### config.mk
export PLATFORM = sky130hd
export DESIGN_NAME = dma_width_fifo
export DESIGN_NICKNAME = d
export VERILOG_FILES = /design/src/rtl/dwf_pkg.sv /design/src/rtl/dwf_lane_pack.sv /design/src/rtl/dwf_lane_unpack.sv /design/src/rtl/dwf_store.sv /design/src/rtl/dwf_ctrl.sv /design/src/rtl/dma_width_fifo.sv
export SDC_FILE = /design/constraint.sdc
export NUM_CORES = 1
export LEC_CHECK = 0
export CAP_MARGIN = 10
export CORE_MARGIN = 8
export CORE_UTILIZATION = 55
export DETAILED_ROUTE_END_ITERATION = 8
export DONT_BUFFER_PORTS = 1
export GPL_ROUTABILITY_DRIVEN = 1
export GPL_TIMING_DRIVEN = 0
export PLACE_DENSITY_LB_ADDON = 0.12
export REMOVE_ABC_BUFFERS = 1
export SKIP_LAST_GASP = 1
export SLEW_MARGIN = 30
export SYNTH_ARGS = -nofsm -noshare
export SYNTH_HDL_FRONTEND = slang
export SYNTH_HIERARCHICAL = 1
export SYNTH_SLANG_ARGS = --single-unit
### constraint.sdc
create_clock -name clk -period 4.85 [get_ports clk]
set_input_delay 0.7275 -clock clk [delete_from_list [all_inputs] [get_ports clk]]
set_output_delay 0.7275 -clock clk [all_outputs]
set_load 0.03 [all_outputs]
### src/rtl/dwf_pkg.sv
package dwf_pkg;

  typedef enum logic [1:0] {
    PAR_OFF   = 2'b00,
    PAR_CHECK = 2'b01,
    PAR_PASS  = 2'b10,
    PAR_RSVD  = 2'b11
  } par_mode_e;

  // One stored slot: the byte plus the parity bit that travels with it.
  typedef struct packed {
    logic       par;
    logic [7:0] data;
  } entry_t;

  // Odd parity: the bit that makes the total count of ones odd.
  function automatic logic odd_par(input logic [7:0] d);
    return ~^d;
  endfunction

endpackage

### src/rtl/dwf_lane_pack.sv
// Splits an inbound DMA word into byte slots (lane 0 = bits 7:0 first)
// and flags lanes whose incoming parity disagrees with odd parity.
module dwf_lane_pack
  import dwf_pkg::*;
#(
  parameter int LANES = 2
) (
  input  logic [LANES*8-1:0]    word,
  input  logic [LANES-1:0]      par_in,
  input  logic                  pass_mode,
  output entry_t [LANES-1:0]    lanes,
  output logic [LANES-1:0]      lane_bad
);

  for (genvar i = 0; i < LANES; i++) begin : g_lane
    logic [7:0] byte_i;
    logic       gen_par;
    assign byte_i        = word[i*8 +: 8];
    assign gen_par       = odd_par(byte_i);
    assign lanes[i].data = byte_i;
    assign lanes[i].par  = pass_mode ? par_in[i] : gen_par;
    assign lane_bad[i]   = par_in[i] != gen_par;
  end

endmodule

### src/rtl/dwf_lane_unpack.sv
// Builds the outbound DMA word from the head slots. Lanes beyond the
// stored level read as zero with zero parity and are marked invalid.
module dwf_lane_unpack
  import dwf_pkg::*;
#(
  parameter int LANES = 2,
  parameter int CW    = 5
) (
  input  entry_t [LANES-1:0]    head,
  input  logic [CW-1:0]         level,
  input  logic                  pass_mode,
  output logic [LANES*8-1:0]    word,
  output logic [LANES-1:0]      par_out,
  output logic [LANES-1:0]      lane_valid
);

  for (genvar i = 0; i < LANES; i++) begin : g_lane
    assign lane_valid[i]   = level > CW'(i);
    assign word[i*8 +: 8]  = lane_valid[i] ? head[i].data : 8'h00;
    assign par_out[i]      = !lane_valid[i] ? 1'b0 :
                             pass_mode ? head[i].par : odd_par(head[i].data);
  end

endmodule

### src/rtl/dwf_store.sv
// Circular slot array. Up to LANES slots written and up to LANES
// slots retired per cycle; the LANES oldest slots are always visible.
module dwf_store
  import dwf_pkg::*;
#(
  parameter int DEPTH = 16,
  parameter int LANES = 2,
  localparam int PW   = $clog2(DEPTH),
  localparam int LW   = $clog2(LANES + 1)
) (
  input  logic                clk,
  input  logic                rst,
  input  logic                flush,
  input  logic [LW-1:0]       push_n,
  input  entry_t [LANES-1:0]  push_data,
  input  logic [LW-1:0]       pop_n,
  output entry_t [LANES-1:0]  head
);

  entry_t         mem [DEPTH];
  logic [PW-1:0]  wr_ptr;
  logic [PW-1:0]  rd_ptr;

  // Storage has no reset so it maps onto distributed memory.
  always_ff @(posedge clk) begin
    for (int i = 0; i < LANES; i++) begin
      if (i < int'(push_n)) begin
        mem[wr_ptr + PW'(i)] <= push_data[i];
      end
    end
  end

  always_ff @(posedge clk) begin
    if (rst || flush) begin
      wr_ptr <= '0;
      rd_ptr <= '0;
    end else begin
      wr_ptr <= wr_ptr + PW'(push_n);
      rd_ptr <= rd_ptr + PW'(pop_n);
    end
  end

  for (genvar i = 0; i < LANES; i++) begin : g_head
    assign head[i] = mem[rd_ptr + PW'(i)];
  end

endmodule

### src/rtl/dwf_ctrl.sv
// Level counter with registered full/empty and burst request.
module dwf_ctrl #(
  parameter int DEPTH = 16,
  parameter int THR   = 8,
  parameter int LANES = 2,
  localparam int CW   = $clog2(DEPTH + 1),
  localparam int LW   = $clog2(LANES + 1)
) (
  input  logic           clk,
  input  logic           rst,
  input  logic           flush,
  input  logic           dir,
  input  logic           drain,
  input  logic [LW-1:0]  push_n,
  input  logic [LW-1:0]  pop_n,
  output logic [CW-1:0]  count_q,
  output logic           full_q,
  output logic           empty_q,
  output logic           req_q
);

  logic [CW-1:0] count_next;
  logic [CW-1:0] free_next;
  logic          req_next;

  always_comb begin
    if (flush) count_next = '0;
    else       count_next = count_q + CW'(push_n) - CW'(pop_n);
    free_next = CW'(DEPTH) - count_next;
    if (drain)    req_next = count_next != '0;
    else if (dir) req_next = free_next >= CW'(THR);
    else          req_next = count_next >= CW'(THR);
  end

  always_ff @(posedge clk) begin
    if (rst) begin
      count_q <= '0;
      full_q  <= 1'b0;
      empty_q <= 1'b1;
      req_q   <= 1'b0;
    end else begin
      count_q <= count_next;
      full_q  <= count_next == CW'(DEPTH);
      empty_q <= count_next == '0;
      req_q   <= req_next;
    end
  end

endmodule

### src/rtl/dma_width_fifo.sv
// 16-bit DMA word port <-> 8-bit byte port buffer with lane parity.
// DEPTH must be a power of two.
module dma_width_fifo
  import dwf_pkg::*;
#(
  parameter int DEPTH = 16,
  parameter int THR   = 8,
  parameter int LANES = 2,
  localparam int CW   = $clog2(DEPTH + 1),
  localparam int LW   = $clog2(LANES + 1),
  localparam int DW   = LANES * 8
) (
  input  logic           clk,
  input  logic           rst,
  input  logic           flush,
  input  logic           dir,
  input  logic           drain,
  input  logic [1:0]     par_mode,
  input  logic           err_clr,
  input  logic           dma_wr,
  input  logic [DW-1:0]  dma_wdata,
  input  logic [LANES-1:0] dma_wpar,
  output logic           dma_wr_room,
  input  logic           dma_rd,
  output logic [DW-1:0]  dma_rdata,
  output logic [LANES-1:0] dma_rpar,
  output logic           dma_rhi_valid,
  output logic           dma_rd_avail,
  input  logic           pb_wr,
  input  logic [7:0]     pb_wdata,
  input  logic           pb_wpar,
  input  logic           pb_rd,
  output logic [7:0]     pb_rdata,
  output logic           pb_rpar,
  output logic           dma_req,
  output logic [CW-1:0]  byte_count,
  output logic           fifo_full,
  output logic           fifo_empty,
  output logic           par_err
);

  logic               pass_mode;
  logic               check_mode;
  logic               dma_wr_ok, dma_rd_ok, pb_wr_ok, pb_rd_ok;
  logic [LW-1:0]      push_n, pop_n;
  entry_t [LANES-1:0] in_lanes;
  entry_t [LANES-1:0] push_data;
  entry_t [LANES-1:0] head;
  logic [LANES-1:0]   lane_bad;
  logic [LANES-1:0]   lane_valid;
  logic               err_q;
  entry_t             pb_entry;

  assign pass_mode  = par_mode == PAR_PASS;
  assign check_mode = par_mode == PAR_CHECK;

  // ---- admission --------------------------------------------------
  assign dma_wr_room  = dir && !drain && (byte_count <= CW'(DEPTH - LANES));
  assign dma_rd_avail = (!dir || drain) &&
                        ((byte_count >= CW'(LANES)) || (drain && !fifo_empty));

  assign dma_wr_ok = !flush && dma_wr && dma_wr_room;
  assign dma_rd_ok = !flush && dma_rd && dma_rd_avail;
  assign pb_wr_ok  = !flush && pb_wr && !dir && !drain && !fifo_full;
  assign pb_rd_ok  = !flush && pb_rd && (dir || drain) && !fifo_empty && !dma_rd_ok;

  always_comb begin
    push_n = '0;
    if (dma_wr_ok)     push_n = LW'(LANES);
    else if (pb_wr_ok) push_n = LW'(1);

    pop_n = '0;
    if (dma_rd_ok)     pop_n = (byte_count >= CW'(LANES)) ? LW'(LANES) : LW'(byte_count);
    else if (pb_rd_ok) pop_n = LW'(1);
  end

  // ---- write path -------------------------------------------------
  dwf_lane_pack #(.LANES(LANES)) u_pack (
    .word      (dma_wdata),
    .par_in    (dma_wpar),
    .pass_mode (pass_mode),
    .lanes     (in_lanes),
    .lane_bad  (lane_bad)
  );

  assign pb_entry.data = pb_wdata;
  assign pb_entry.par  = pass_mode ? pb_wpar : odd_par(pb_wdata);

  always_comb begin
    push_data = in_lanes;
    if (!dma_wr_ok) push_data[0] = pb_entry;
  end

  dwf_store #(.DEPTH(DEPTH), .LANES(LANES)) u_store (
    .clk       (clk),
    .rst       (rst),
    .flush     (flush),
    .push_n    (push_n),
    .push_data (push_data),
    .pop_n     (pop_n),
    .head      (head)
  );

  dwf_ctrl #(.DEPTH(DEPTH), .THR(THR), .LANES(LANES)) u_ctrl (
    .clk     (clk),
    .rst     (rst),
    .flush   (flush),
    .dir     (dir),
    .drain   (drain),
    .push_n  (push_n),
    .pop_n   (pop_n),
    .count_q (byte_count),
    .full_q  (fifo_full),
    .empty_q (fifo_empty),
    .req_q   (dma_req)
  );

  // ---- read path --------------------------------------------------
  dwf_lane_unpack #(.LANES(LANES), .CW(CW)) u_unpack (
    .head       (head),
    .level      (byte_count),
    .pass_mode  (pass_mode),
    .word       (dma_rdata),
    .par_out    (dma_rpar),
    .lane_valid (lane_valid)
  );

  assign dma_rhi_valid = lane_valid[LANES-1];
  assign pb_rdata      = dma_rdata[7:0];
  assign pb_rpar       = dma_rpar[0];

  // ---- sticky parity error ---------------------------------------
  always_ff @(posedge clk) begin
    if (rst)                                 err_q <= 1'b0;
    else if (dma_wr_ok && check_mode && |lane_bad) err_q <= 1'b1;
    else if (err_clr)                        err_q <= 1'b0;
  end

  assign par_err = err_q;

endmodule

Word level (Yosys, flattened, before mapping):

Memories as Yosys holds them, arrays and structs flattened. A register that Yosys moved wholly into a read port is not among the register bits.
Index checks and enable logic that the tools add are counted.

* add/subtract/negate cells: 7
* $mul: 0
* div/mod/pow operators: 0
* order comparisons: 8
* equality and inequality tests: 5
* shifts and indexed selects: 0
* muxes and demuxes: 25
* bitwise logic cells: 0
* reduce and logical (&&, ||, !) cells: 37

Operator list (count)
* 8-bit XNOR reduction: 5
* 1-bit logical AND: 18
* 1-bit 2-to-1 mux: 17
* 8-bit 2-to-1 mux: 2
* 5-bit by 4-bit >= comparator with 1-bit output (second input constant): 2
* 5-bit by 1-bit greater-than comparator with 1-bit output (second input constant): 2
* 9-bit 2-to-1 mux: 1
* 4-bit by 1-bit adder with 4-bit output (second input constant): 2
* 4-bit by 2-bit adder with 4-bit output: 2
* 1-bit zero test: 6
* 2-bit 2-to-1 mux: 3
* 5-bit by 2-bit adder with 5-bit output: 1
* 5-bit == test (second input constant): 1
* 5-bit by 2-bit >= comparator with 1-bit output (second input constant): 1
* 5-bit by 4-bit less-or-equal comparator with 1-bit output (second input constant): 1
* 5-bit zero test: 1
* 5-bit 2-to-1 mux: 1
* 5-bit nonzero test: 1
* 5-bit by 2-bit subtractor with 5-bit output: 1
* 5-bit subtractor (first input constant): 1
* 1-bit logical OR: 4
* 1-bit by 2-bit < comparator with 1-bit output (first input constant): 2
* 4-bit 2-to-1 mux: 1
* 2-bit by 1-bit == test with 1-bit output (second input constant): 1
* other kinds (4): 5

* bits in registers: 17
* latch bits: 0
* bits in writable memories: 144
* memory bits (read-only): 0
* bits of input ports: 39
* output and inout bits: 39
* memories: 1

Memory list
* u_store.mem: depth 16, width 9, read ports 2, clocked after memory_dff 1, wr ports 2, line dwf_store.sv:20 `entry_t mem [DEPTH];`

Logic depth before layout (Yosys ltp):

Gate-level depths: netlist of the first run.

* depth after elaboration: 15
* gate-level depth with buffers: 17
* depth with buffers taken out: 17

Cells and area by module:

The synthesis of the first run kept the hierarchy.

Modules (own cells, without submodules)
* dwf_store: instances 1, cells each 682, area each 9150.0 µm², sequential area each 4484.3 µm²
* dwf_ctrl: instances 1, cells each 56, area each 519.2 µm², sequential area each 160.2 µm²
* dma_width_fifo: instances 1, cells each 51, area each 410.4 µm², sequential area each 20.0 µm²
* dwf_lane_unpack: instances 1, cells each 39, area each 301.5 µm², sequential area each 0.0 µm²
* dwf_lane_pack: instances 1, cells each 36, area each 277.8 µm², sequential area each 0.0 µm²

Worst setup path before layout of the first run:

OpenSTA, ideal clock, no wires.

* path kind: flip-flop to output port
* start: reg, netlist name u_store/rd_ptr[1]
* end: out pb_rpar
* arrival: 3.244 ns
* required time: 4.123 ns
* setup slack: 0.878 ns
* cell stages (with the launch flop): 11
* path buffers: 3
* cell sequence: dfxtp_1 buf_1 clkbuf_1 mux4_2 a22oi_1 nand2_1 xnor2_1 xnor2_2 xnor2_1 o31ai_1 buf_4

RTL lines
* end, declared: line dma_width_fifo.sv:34 `output logic pb_rpar,`

==> impl_metrics.tcl, run 1 <==
set metrics [dict create \
    status "complete, no violations" \
    crit_family "compound AO/OA/AOI/OAI gates" \
    synth-simple-area-share_pct 9.87 \
    slew_violations 0 \
    synth_cell_types 57 \
    layout_min_cycle_time_ps 4700 \
    layout-drive-gt1-share_pct 35.5 \
    synth-compound-area-share_pct 5.73 \
    dp_slack_ps -306 \
    cts_tree "built" \
    setup_viol 0 \
    viasPerCell 6.64 \
    crit_chain "nor2b_2 > buf_6 > a221oi_1 > a22oi_1 > nand2_1 > xnor2_1 > xnor2_2 > xnor2_1 > o31ai_4" \
    path_max_fanout 16 \
    synth_ff_type "edfxtp_1" \
    synth_xor_area_share_pct 4.32 \
    routedWlPerCell_um 27.3 \
    ys_warn_count 6 \
    clkSinkCount 161 \
    synth_edf_count 144 \
    grt_pass1_vias 7377 \
    fin_ws_ps 151 \
    grt_max_degree 39 \
    layout_common_cells "mux2_2 (152), edfxtp_1 (144), nand2_1 (78), mux2i_1 (55), mux4_2 (36)" \
    place_congestion 0.857 \
    syn_area_sq_um 10700 \
    synth_top_family_by_area "multiplexers" \
    root_buffer "clkbuf_16" \
    drc 0 \
    io_pins 78 \
    cp.arrival_ps 3970 \
    num_antenna_cells 0 \
    power_density_nw_per_um2 328 \
    cp.buffers_inverters 1 \
    grt.total_usage_pct 24.8 \
    hold_viol_final 0 \
    fin_util_pct 59.8 \
    crit_path_frequent_cell "xnor2_1" \
    clock_latency_ps 430 \
    fin_skew_ps 11.2 \
    overflow 0 \
    tightest_slew_ps 965 \
    synth_mux_area_share_pct 28.9 \
    peakVddDrop_mv 0.251 \
    antenna_found_initial 0 \
    p_leak_nw 3.64 \
    first_pass_iters 8 \
    vias 7265 \
    io_buffer_count 0 \
    dp_hpwl_um 20900 \
    cts_hold_buf 0 \
    die_area_sq_um 24100 \
    synth_seq_cells 161 \
    core_area_sq_um 19300 \
    numCtsBuffers 17 \
    drtIter0Drc 692 \
    layout-area-overhead-vs-synth_pct 8.11 \
    worstHoldPathType "input port to register" \
    start_util_pct 55.3 \
    ant_nets 0 \
    cp-start-kind "register" \
    hold_ws_ps 356 \
    nNetsFinal 871 \
    rows 51 \
    die_w_um 155 \
    layout_commonest_cell "mux2_2" \
    seq_area_frac_synth_pct 43.8 \
    cts_buffer_depth 2 \
    grt_setup_unrepaired "true" \
    maxCapViolCount 0 \
    path_clk_slew_ps 70 \
    h-tree-depth 4 \
    wirelength_um 29800 \
    slowest_delay_ps 820 \
    die_h_um 155 \
    grt_pass1_wl_um 44400 \
    netlist_instances 864 \
    ys_async_sr_fraction_pct 0 \
    place_area_sq_um 10800 \
    crit_type "register to output port" \
    min_period_over_period_pct 96.9 \
    avgSynthCellArea_sq_um 12.3 \
    total_power_mw 3.78 \
    cp-end-kind "output port" \
    synth_adder_area_share_pct 2.16 \
    slowest_stage "dfxtp_1" \
    final_area_sq_um 11500 \
    cp_data_required_time_ps 4120 \
    max_freq_mhz 213 \
    relSlewSlack_pct 35.3 \
]
registers in the layout, indices dropped and copies added (netlist names):
register        count
u_store/rd_ptr      4
u_store/wr_ptr      4
u_ctrl/req_q        1
u_store/mem       144
u_ctrl/empty_q      1
par_err             1
u_ctrl/count_q      5
u_ctrl/full_q       1
metal layers:
metal | share of wire, % | GRT usage (%) | vias up
li1 | - | - | 3139
met1 | 40 | 31.9 | 3655
met2 | 47 | 40.1 | 410
met3 | 9.6 | 5.38 | 61
met4 | 3.3 | 9.98 | 0
met5 | 0 | 0 | -
worst register-to-register path, stage by stage, from the launching register on:
cell	delay [ps]
dfxtp_1	470
nor4_1	670
nor2_1	90
o21ai_0	330
nor4b_2	150
fa_1	550
inv_1	80
fa_1	470
xor2_1	200
nor3_1	320
nor2_1	100
nor2_1	170
ha_1	260
nand2_1	80
nor2_1	50
a222oi_1	280
o211a_1	170
cells by family after synthesis:
| group | count (synthesis) |
|---|---|
| AO/OA/AOI/OAI | 80 |
| XOR/XNOR | 47 |
| adder cells (fa/ha/maj) | 16 |
| buffers and inverters | 110 |
| flip-flops | 161 |
| multiplexers | 244 |
| AND/OR/NAND/NOR | 206 |
path summary, 6_finish.rpt:
kind | from | end | slack, ps | cells after the start
worst max-delay path | u_store/rd_ptr[2]$_SDFF_PP0_ | dma_rpar[0] | 150 | 9
worst min-delay path | rst | u_ctrl/full_q$_SDFF_PP0_ | 360 | 1
worst max register to register | u_ctrl/count_q[2]$_SDFF_PP0_ | u_ctrl/req_q$_SDFF_PP0_ | 380 | 16
worst min register to register | par_err$_SDFFE_PP0P_ | par_err$_SDFFE_PP0P_ | 630 | 2
layout make-up:
cell class / count / area (sq um)
fillers: 1565 / 7750
multi-input cells: 593 / 5600
flip-flops and latches: 161 / 4670
clock buffers: 17 / 425
well taps: 265 / 332
repair buffers: 19 / 256
clock inverters: 15 / 153
inverters: 24 / 90.1
Yosys cell counts, types with 4 or more instances:
| cell | n | area share [%] |
|---|---|---|
| mux2_2 | 152 | 16 |
| edfxtp_1 | 144 | 41 |
| nand2_1 | 78 | 2.7 |
| mux2i_1 | 55 | 5.2 |
| mux4_2 | 36 | 7.6 |
| xnor2_1 | 34 | 2.8 |
| clkbuf_1 | 33 | 1.2 |
| buf_4 | 29 | 2.0 |
| a221oi_1 | 27 | 2.2 |
| nor2_1 | 27 | 0.95 |
| nand3_1 | 24 | 1.1 |
| and2_1 | 20 | 1.2 |
| inv_1 | 20 | 0.70 |
| buf_2 | 19 | 0.89 |
| dfxtp_1 | 17 | 3.2 |
| o21ai_0 | 13 | 0.61 |
| ha_1 | 12 | 1.4 |
| a22oi_1 | 9 | 0.63 |
| a32o_1 | 9 | 0.85 |
| nor2b_1 | 9 | 0.53 |
| a21oi_1 | 8 | 0.38 |
| xor2_1 | 8 | 0.66 |
| nor3_1 | 7 | 0.33 |
| nand2b_1 | 6 | 0.35 |
| a21o_1 | 4 | 0.28 |
| buf_1 | 4 | 0.14 |
| fa_1 | 4 | 0.75 |
| nor2_2 | 4 | 0.23 |
| or2_2 | 4 | 0.23 |
through the flow:
stage          TNS [ps]  std cells
2_1_floorplan    -10940        778
3_3_place_gp     -47090       1043
3_5_place_dp       -367       1057
4_1_cts           -10.1       1091
5_1_grt           -45.2       1094
6_report              0       1094
repair_timing:
item                                    in CTS  in global routing
hold endpoints to repair                     0                  0
resized for setup                           10                  1
endpoints found under the setup margin       3                  2
cloned                                       0                  1
pin swaps                                    2                  3
setup buffers                                2                  2
where the power goes:
group          internal, mW  total, mW  switching, mW
clock network         0.723       1.32          0.601
registers              1.55       1.61         0.0613
logic                 0.305      0.846          0.541
total                  2.58       3.78           1.20
Power figures use the tool's default switching activity.
==> run 2, diff against run 1 <==
--- a/config.mk
+++ b/config.mk
@@ -7,7 +7,7 @@
 export LEC_CHECK = 0
 export CAP_MARGIN = 10
 export CORE_MARGIN = 8
-export CORE_UTILIZATION = 55
+export CORE_UTILIZATION = 65
 export DETAILED_ROUTE_END_ITERATION = 8
 export DONT_BUFFER_PORTS = 1
 export GPL_ROUTABILITY_DRIVEN = 1
==> constraint.sdc (replaced) <==
create_clock -name clk -period 4.9 [get_ports clk]
set_input_delay 0.735 -clock clk [delete_from_list [all_inputs] [get_ports clk]]
set_output_delay 0.735 -clock clk [all_outputs]
set_load 0.03 [all_outputs]
==> run 2 against run 1 <==
  * First-iteration DRC count is 26% higher
  * Critical endpoint is now pb_rpar
  * Routed wire length is 1.5% lower
  * Final cell count is 4.4% lower
  * Setup slack worse by 63 ps
==> impl_metrics.tcl, run 2 (synthesized netlist as in run 1, its figures left out) <==
set metrics [dict create \
    reg.largest.list "u_store/mem: 144 flops, u_ctrl/count_q: 5 flops" \
    fin_ws_ps 87.5 \
    nNetsFinal 869 \
    max_freq_mhz 208 \
    layout_common_cells "mux2_2 (152), edfxtp_1 (144), nand2_1 (78), mux2i_1 (55), mux4_2 (36)" \
    dp_slack_ps -342 \
    layout_commonest_cell "mux2_2" \
    place_congestion 0.890 \
    numCtsBuffers 17 \
    hold_viol_final 0 \
    viasPerCell 7.08 \
    core_area_sq_um 16300 \
    grt_pass1_wl_um 44000 \
    dp_hpwl_um 20100 \
    clock_latency_ps 430 \
    io_pins 78 \
    cts_hold_buf 0 \
    largest_reg_flops 144 \
    regMostFlops "u_store/mem" \
    die_area_sq_um 20800 \
    worstHoldPathType "input port to register" \
    first_pass_iters 8 \
    grt_pass1_vias 7468 \
    relSlewSlack_pct 30.4 \
    antenna_found_initial 0 \
    drc 0 \
    cp.arrival_ps 4080 \
    root_buffer "clkbuf_16" \
    cp_data_required_time_ps 4160 \
    layout_min_cycle_time_ps 4810 \
    stdcell_count 1046 \
    cts_buffer_depth 2 \
    peakVddDrop_mv 0.265 \
    overflow 0 \
    hold_ws_ps 367 \
    io_buffer_count 0 \
    path_max_fanout 16 \
    num_antenna_cells 0 \
    grt.total_usage_pct 29.2 \
    multi_input_area_sq_um 5610 \
    slew_violations 0 \
    grt_setup_unrepaired "true" \
    grt_max_degree 35 \
    vias 7410 \
    fin_skew_ps 5.72 \
    slowest_stage "dfxtp_1" \
    clkSinkCount 161 \
    setup_viol 0 \
    h-tree-depth 4 \
    tightest_slew_ps 1040 \
    min_period_over_period_pct 98.2 \
    drtIter0Drc 873 \
    path_clk_slew_ps 60 \
    die_h_um 144 \
    dp.cells 1010 \
    rows 47 \
    crit_type "register to output port" \
    fillers 1160 \
    cp-start-kind "register" \
    regArea_sq_um 4670 \
    crit_path_frequent_cell "xnor2_1" \
    start_util_pct 65.4 \
    crit_chain "nor2b_2 > buf_6 > a221oi_1 > a22oi_1 > nand2_1 > xnor2_1 > xnor2_2 > xnor2_1 > o31ai_4" \
    maxCapViolCount 0 \
    wirelength_um 29400 \
    cts_tree "built" \
    ant_nets 0 \
    slowest_delay_ps 920 \
    routedWlPerCell_um 28.1 \
    status "complete, no violations" \
    layout-drive-gt1-share_pct 34.6 \
    die_w_um 144 \
    total_power_mw 3.86 \
    p_leak_nw 3.64 \
    power_density_nw_per_um2 335 \
    cp-end-kind "output port" \
    layout-area-overhead-vs-synth_pct 7.96 \
]
==> run 2: timing repair <==
item / 4_1_cts / 5_1_grt
buffers inserted: 2 / 2
endpoints found under the setup margin: 1 / 4
pin swaps: 1 / 3
gates resized for setup: 8 / 5
gates cloned: 0 / 1
==> run 2: routing by layer <==
layer  up-vias  routed length [um]  track usage (%)
li1       3126                   -                -
met1      3674               11000             36.1
met2       485               13700             45.8
met3       125                3200             8.09
met4         0                1470             16.2
met5         -                   0                0
==> run 2: per-stage QoR <==
step | setup TNS, ps | area [sq um] | util, %
5_1_grt | -35.0 | 11500 | 70.6
4_1_cts | 0 | 11400 | 70.0
3_3_place_gp | -40570 | 10500 | 64.3
2_1_floorplan | -10470 | 10200 | -
6_report | 0 | 11500 | 70.6
3_5_place_dp | -342 | 10700 | 65.8
==> run 2: layout make-up <==
class	count	share of cell area [%]
Inverter	24	0.815
Clock buffer	19	3.76
Clock inverter	12	1.65
Sequential cell	161	40.6
Multi-Input combinational cell	593	48.7
Tap cell	220	2.39
Timing Repair Buffer	17	2.09
==> run 2: power breakdown <==
part	switching (mW)	internal, mW
Combinational	0.532	0.302
Sequential	0.0610	1.54
Clock	0.531	0.895
Total	1.12	2.73
==> run 2: worst max-delay path: cells and delay by family (launching register included) <==
kind	cells	cell delay, ps
xor gates and xnor gates	3	760
and+or+nand+nor	2	790
AOI/OAI and AO/OA	3	920
DFF	1	920
buffers and inverters	1	240
==> run 2: worst paths after layout <==
kind                                      from  depth (start not counted)                 endpoint  slack, ps
hold / removal                             rst                          1     par_err$_SDFFE_PP0P_        370
setup reg to reg  u_ctrl/count_q[3]$_SDFF_PP0_                         16  u_ctrl/req_q$_SDFF_PP0_        460
hold reg to reg           par_err$_SDFFE_PP0P_                          2     par_err$_SDFFE_PP0P_        620
setup / recovery  u_store/rd_ptr[2]$_SDFF_PP0_                          9                  pb_rpar         90
